### src/rtl/bootmap_pkg.sv
package bootmap_pkg;
   typedef enum logic [1:0] {
      SZ_BOOT16  = 2'd0,
      SZ_PARAM8  = 2'd1,
      SZ_MAIN96  = 2'd2,
      SZ_MAIN128 = 2'd3
   } blk_size_e;

   localparam int UNIT_BITS  = 7;   // 128 units of 1/128 of the space
   localparam int BOOT_UNITS = 2;
   localparam int M96_UNITS  = 12;
   localparam int M128_UNITS = 16;
endpackage

### src/rtl/bootmap_decode.sv
module bootmap_decode
   import bootmap_pkg::*;
#(
   parameter int ADDR_W = 20
) (
   input  logic [ADDR_W-1:0] addr,
   input  logic              top,
   output logic [3:0]        idx,
   output logic [ADDR_W-1:0] base,
   output blk_size_e         size
);
   localparam int SHIFT = ADDR_W - UNIT_BITS;

   generate
      if (ADDR_W < UNIT_BITS + 1) begin : g_bad_width
         $error("bootmap_decode: ADDR_W must be at least 8");
      end
   endgenerate

   logic [UNIT_BITS-1:0] unit_raw, unit_m, lo_m, len_m, base_u;

   assign unit_raw = addr[ADDR_W-1 -: UNIT_BITS];
   assign unit_m   = top ? ~unit_raw : unit_raw;

   always_comb begin
      if (unit_m < UNIT_BITS'(BOOT_UNITS)) begin
         idx = 4'd0; lo_m = '0; len_m = UNIT_BITS'(BOOT_UNITS); size = SZ_BOOT16;
      end else if (unit_m == UNIT_BITS'(2)) begin
         idx = 4'd1; lo_m = UNIT_BITS'(2); len_m = UNIT_BITS'(1); size = SZ_PARAM8;
      end else if (unit_m == UNIT_BITS'(3)) begin
         idx = 4'd2; lo_m = UNIT_BITS'(3); len_m = UNIT_BITS'(1); size = SZ_PARAM8;
      end else if (unit_m < UNIT_BITS'(M128_UNITS)) begin
         idx = 4'd3; lo_m = UNIT_BITS'(4); len_m = UNIT_BITS'(M96_UNITS); size = SZ_MAIN96;
      end else begin
         idx   = 4'd3 + 4'(unit_m[UNIT_BITS-1:4]);
         lo_m  = {unit_m[UNIT_BITS-1:4], 4'b0000};
         len_m = UNIT_BITS'(M128_UNITS);
         size  = SZ_MAIN128;
      end
   end

   // mirrored layout: block's far edge in mirrored space becomes its base
   assign base_u = top ? ~(lo_m + len_m - UNIT_BITS'(1)) : lo_m;
   assign base   = ADDR_W'(base_u) << SHIFT;

   always_comb begin
      AST_IDX_RANGE: assert (idx <= 4'd10);
   end
endmodule

### src/rtl/bootmap_ctl.sv
module bootmap_ctl (
   input  logic clk,
   input  logic rst_n,
   input  logic req_start,
   input  logic req_erase,
   input  logic is_boot,
   input  logic wp_hi,
   input  logic hv_unlock,
   input  logic vpp_ok,
   input  logic job_done,
   output logic take,
   output logic go,
   output logic busy,
   output logic err_prog,
   output logic err_erase,
   output logic err_vpp
);
   logic boot_q, erase_q, unlocked, start_locked;

   assign unlocked     = wp_hi | hv_unlock;
   assign take         = req_start & ~busy;
   assign start_locked = is_boot & ~unlocked;

   always_ff @(posedge clk) begin
      if (!rst_n) begin
         go <= 1'b0; busy <= 1'b0; boot_q <= 1'b0; erase_q <= 1'b0;
         err_prog <= 1'b0; err_erase <= 1'b0; err_vpp <= 1'b0;
      end else begin
         go <= 1'b0;
         if (take) begin
            err_vpp   <= ~vpp_ok;
            err_prog  <= start_locked & ~req_erase;
            err_erase <= start_locked & req_erase;
            if (vpp_ok && !start_locked) begin
               go      <= 1'b1;
               busy    <= 1'b1;
               boot_q  <= is_boot;
               erase_q <= req_erase;
            end
         end else if (busy) begin
            if (!vpp_ok) begin
               busy    <= 1'b0;
               err_vpp <= 1'b1;
            end else if (boot_q && !unlocked) begin
               busy <= 1'b0;
               if (erase_q) err_erase <= 1'b1;
               else         err_prog  <= 1'b1;
            end else if (job_done) begin
               busy <= 1'b0;
            end
         end
      end
   end

   AST_GO_ONE_CYCLE: assert property (@(posedge clk) disable iff (!rst_n)
      go |=> !go);
   AST_GO_WITH_BUSY: assert property (@(posedge clk) disable iff (!rst_n)
      go |-> busy);
   AST_BOOT_LOCKED_REFUSE: assert property (@(posedge clk) disable iff (!rst_n)
      (req_start && !busy && is_boot && !wp_hi && !hv_unlock) |=> (!go && (err_prog || err_erase)));
   AST_NO_SUPPLY_REFUSE: assert property (@(posedge clk) disable iff (!rst_n)
      (req_start && !busy && !vpp_ok) |=> (!go && err_vpp));
   AST_SUPPLY_ABORT: assert property (@(posedge clk) disable iff (!rst_n)
      (busy && !go && !vpp_ok) |=> (!busy && err_vpp));
   AST_BUSY_IGNORES_START: assert property (@(posedge clk) disable iff (!rst_n)
      busy |=> !go);
endmodule

### src/rtl/bootmap_guard.sv
module bootmap_guard
   import bootmap_pkg::*;
#(
   parameter int ADDR_W = 20
) (
   input  logic              clk,
   input  logic              rst_n,
   input  logic              req_start,
   input  logic              req_erase,
   input  logic [ADDR_W-1:0] req_addr,
   input  logic              strap_top,
   input  logic              wp_hi,
   input  logic              hv_unlock,
   input  logic              vpp_ok,
   input  logic              job_done,
   output logic              go,
   output logic              busy,
   output logic [3:0]        blk_idx,
   output logic [ADDR_W-1:0] blk_base,
   output logic [1:0]        blk_size,
   output logic              err_prog,
   output logic              err_erase,
   output logic              err_vpp
);
   logic [3:0]        d_idx;
   logic [ADDR_W-1:0] d_base;
   blk_size_e         d_size;
   logic              take;

   bootmap_decode #(.ADDR_W(ADDR_W)) u_dec (
      .addr (req_addr),
      .top  (strap_top),
      .idx  (d_idx),
      .base (d_base),
      .size (d_size)
   );

   bootmap_ctl u_ctl (
      .clk       (clk),
      .rst_n     (rst_n),
      .req_start (req_start),
      .req_erase (req_erase),
      .is_boot   (d_idx == 4'd0),
      .wp_hi     (wp_hi),
      .hv_unlock (hv_unlock),
      .vpp_ok    (vpp_ok),
      .job_done  (job_done),
      .take      (take),
      .go        (go),
      .busy      (busy),
      .err_prog  (err_prog),
      .err_erase (err_erase),
      .err_vpp   (err_vpp)
   );

   always_ff @(posedge clk) begin
      if (!rst_n) begin
         blk_idx  <= '0;
         blk_base <= '0;
         blk_size <= '0;
      end else if (take) begin
         blk_idx  <= d_idx;
         blk_base <= d_base;
         blk_size <= d_size;
      end
   end

   AST_MAP_HELD_WHILE_BUSY: assert property (@(posedge clk) disable iff (!rst_n)
      busy |=> $stable(blk_base));
endmodule

### config.mk
export PLATFORM = sky130hd
export DESIGN_NAME = bootmap_guard
export DESIGN_NICKNAME = d
export VERILOG_FILES = /design/src/rtl/bootmap_pkg.sv /design/src/rtl/bootmap_decode.sv /design/src/rtl/bootmap_ctl.sv /design/src/rtl/bootmap_guard.sv
export SDC_FILE = /design/constraint.sdc
export NUM_CORES = 1
export LEC_CHECK = 0
export CAP_MARGIN = 0
export CORE_MARGIN = 2
export CORE_UTILIZATION = 44
export DETAILED_ROUTE_END_ITERATION = 16
export PLACE_DENSITY = 0.92
export SETUP_SLACK_MARGIN = 0.5
export SLEW_MARGIN = 0
export SYNTH_ARGS = -nofsm -noshare
export SYNTH_HDL_FRONTEND = slang
export SYNTH_SLANG_ARGS = --single-unit
### constraint.sdc
create_clock -name clk -period 7.32 [get_ports clk]
set_clock_uncertainty 0.15 [all_clocks]
set_input_delay 1.098 -clock clk [delete_from_list [all_inputs] [get_ports clk]]
set_output_delay 1.098 -clock clk [all_outputs]
set_load 0.02 [all_outputs]
==> flow_summary.toml <==
[timing]
fin_hold_ws_ps = 319
hold_violations = 0
tightest_slew_ps = 861
drv_slew = 0
fin_crit_sh_pct = 64.7
relSlewSlack_pct = 42.4
tns_ps = 0
setup_ws_ps = 2590
rsz0062_at_grt = "false"
fin_crit_ps = 4730
setup_viol = 0
fmax_ghz = 0.211

[synthesis]
synth-warning-count = 0
synth_area_mm2 = 0.00129
yosys_register_bits = 20
yosysUniqueCellTypes = 41
synth_area_per_cell_um2 = 8.14
synth_top_area_share_pct = 30.9
synthCells = 159
yosysTopAreaCell = "dfxtp_1"
synth_area_leaders = "dfxtp_1 31%, buf_4 7.5%, ha_1 5.8%, nand2_1 4.9%, xnor2_1 4.7%"
seq_area_frac_synth_pct = 30.9

[status]
status = "finished clean"

[power]
power.total_mw = 0.251
vdd_ir_drop_max_mv = 0.108
power_density_mw_per_mm2 = 156
total_leakage_power_nw = 0.654

[final_layout]
reg.largest.list = "blk_base: 7 flops, blk_idx: 4 flops, blk_size: 2 flops"
nFillCells = 261
antenna_cells = 0
regMostFlops = "blk_base"
fin_nets = 226
largest_reg_flops = 7
instances_no_fill = 219
final_area_mm2 = 0.00161
multi_input_area_um2 = 781
area_growth_pct = 24.6
seq_area_um2 = 400
post-route-util_pct = 58.0
layout-drive-gt1-share_pct = 5.85

[drt]
wl_mm = 2.78
drc = 0
vias = 1133
drt-wirelength-per-cell_um = 12.7
drt_iter0_markers = 32
ant_nets = 0
firstDrtPassIters = 4
vias_per_cell = 5.17

[critical_path]
arrival_ps = 4780
path_class = "in -> reg"
crit_required_ps = 7360
end_kind = "register"
start_kind = "input port"
crit_fanout = 23
critPathLaunch = "strap_top"
r2r_start = "u_ctl.busy$_SDFFE_PN0P_"

[clock_tree]
postCtsHoldBufs = 0
cts.sinks = 20
post_cts.repair.setup_buffers = 0
cts-root-buf = "clkbuf_4"
path_clk_slew_ps = 110
htree_levels = 1
clkLatencyLatePin_ps = 300
clk_path_buf_depth = 2
cts_buffers = 3
post_cts_resized = 0
cts_tree = "yes"

[grt]
grt_use_total_pct = 17.3
grt_pass1_wl_mm = 4.57
grt_pass1_vias = 1082
gr-total-overflow = 0
grt_max_degree = 24
antenna_found_initial = 0

[placed_design]
gp_congestion = 0.813
port_buffers = 33
dp_cells = 216
dp_slack_ps = 2330
place_hpwl_mm = 2.11
place_area_mm2 = 0.00159

[floorplanning]
dieArea_mm2 = 0.00339
die-height_um = 58.3
start_util_pct = 46.6
rows = 19
die_x_um = 58.3
io_pins = 60
core_mm2 = 0.00278

[job]
max_cap_violations = 0

[min_path]
hold_path.class = "reg -> reg"
hold_start = "blk_idx[0]$_SDFFE_PN0P_"
[cells in the final DEF (no fill, tap or decap), drive strengths merged, types with 3 or more instances in the layout]
master,count
a21boi,3
a21oi,8
and2,4
and3,3
clkbuf,3
clkdlybuf4s50,33
conb,13
dfxtp,20
ha,6
inv,9
nand2,17
nand3,5
nor2,8
nor2b,3
o211ai,3
o21ai,10
o22ai,3
or3,4
xnor2,7
[worst paths after layout]
path / to / cells past startpoint / slack (ps)
max: blk_base[19]$_SDFFE_PN0P_ / 11 / 2590
min: blk_idx[0]$_SDFFE_PN0P_ / 2 / 320
max reg2reg: u_ctl.erase_q$_SDFFE_PN0P_ / 6 / 5600
min reg2reg: blk_idx[0]$_SDFFE_PN0P_ / 2 / 320
[synth_stat cells (all sizes together)]
| cell type | number |
|---|---|
| a21boi | 3 |
| a21oi | 8 |
| a22oi | 1 |
| a31oi | 2 |
| a32o | 1 |
| and2 | 4 |
| and3 | 3 |
| and3b | 1 |
| buf | 14 |
| clkbuf | 6 |
| conb | 1 |
| dfxtp | 20 |
| fa | 1 |
| ha | 6 |
| inv | 9 |
| mux2 | 1 |
| mux2i | 2 |
| nand2 | 17 |
| nand2b | 2 |
| nand3 | 5 |
| nand4 | 2 |
| nand4bb | 1 |
| nor2 | 8 |
| nor2b | 3 |
| nor3 | 1 |
| o2111ai | 1 |
| o211a | 2 |
| o211ai | 3 |
| o21a | 1 |
| o21ai | 10 |
| o21bai | 1 |
| o22ai | 3 |
| o2bb2ai | 1 |
| or2 | 2 |
| or3 | 4 |
| or3b | 1 |
| or4 | 1 |
| xnor2 | 7 |
[cell families after synthesis]
logic type,synth area share (%)
AND/OR/NAND/NOR,22.3
AO/OA/AOI/OAI,19.7
buffers and inverters,12.3
flip-flops,30.9
adder cells (fa/ha/maj),7.34
XOR/XNOR,4.73
multiplexers,2.42
other,0.290
[power breakdown]
| group | total (mW) | switching, mW | internal, mW |
|---|---|---|---|
| registers | 0.119 | 0.00335 | 0.116 |
| clock network | 0.0532 | 0.0340 | 0.0192 |
| logic | 0.0789 | 0.0434 | 0.0355 |
| total | 0.251 | 0.0808 | 0.171 |
[per-layer routing]
layer / share of wire, % / track usage (%) / up-vias
met5: 0 / 0 / -
met4: 0.79 / 5.32 / 0
met3: 7.0 / 4.24 / 4
met2: 46 / 29.2 / 42
met1: 46 / 21.6 / 504
li1: - / - / 583
[area by class of cell]
type                            count  share of cell area, %
Clock buffer                        3                   1.40
Inverter                            9                   2.09
Multi-Input combinational cell    122                   48.4
Sequential cell                    20                   24.8
Tap cell                           31                   2.40
Timing Repair Buffer               34                   20.9
[worst max-delay path, stage by stage]
cell and delay (ps):
clkdlybuf4s50_1 860, or4_4 770, o22ai_4 260, o211ai_1 200, and3b_1 270, ha_1 210
or3_1 360, or2_2 280, o211ai_1 220, xnor2_1 150, a21oi_1 90
No activity file was read; power rests on OpenSTA's default activity.
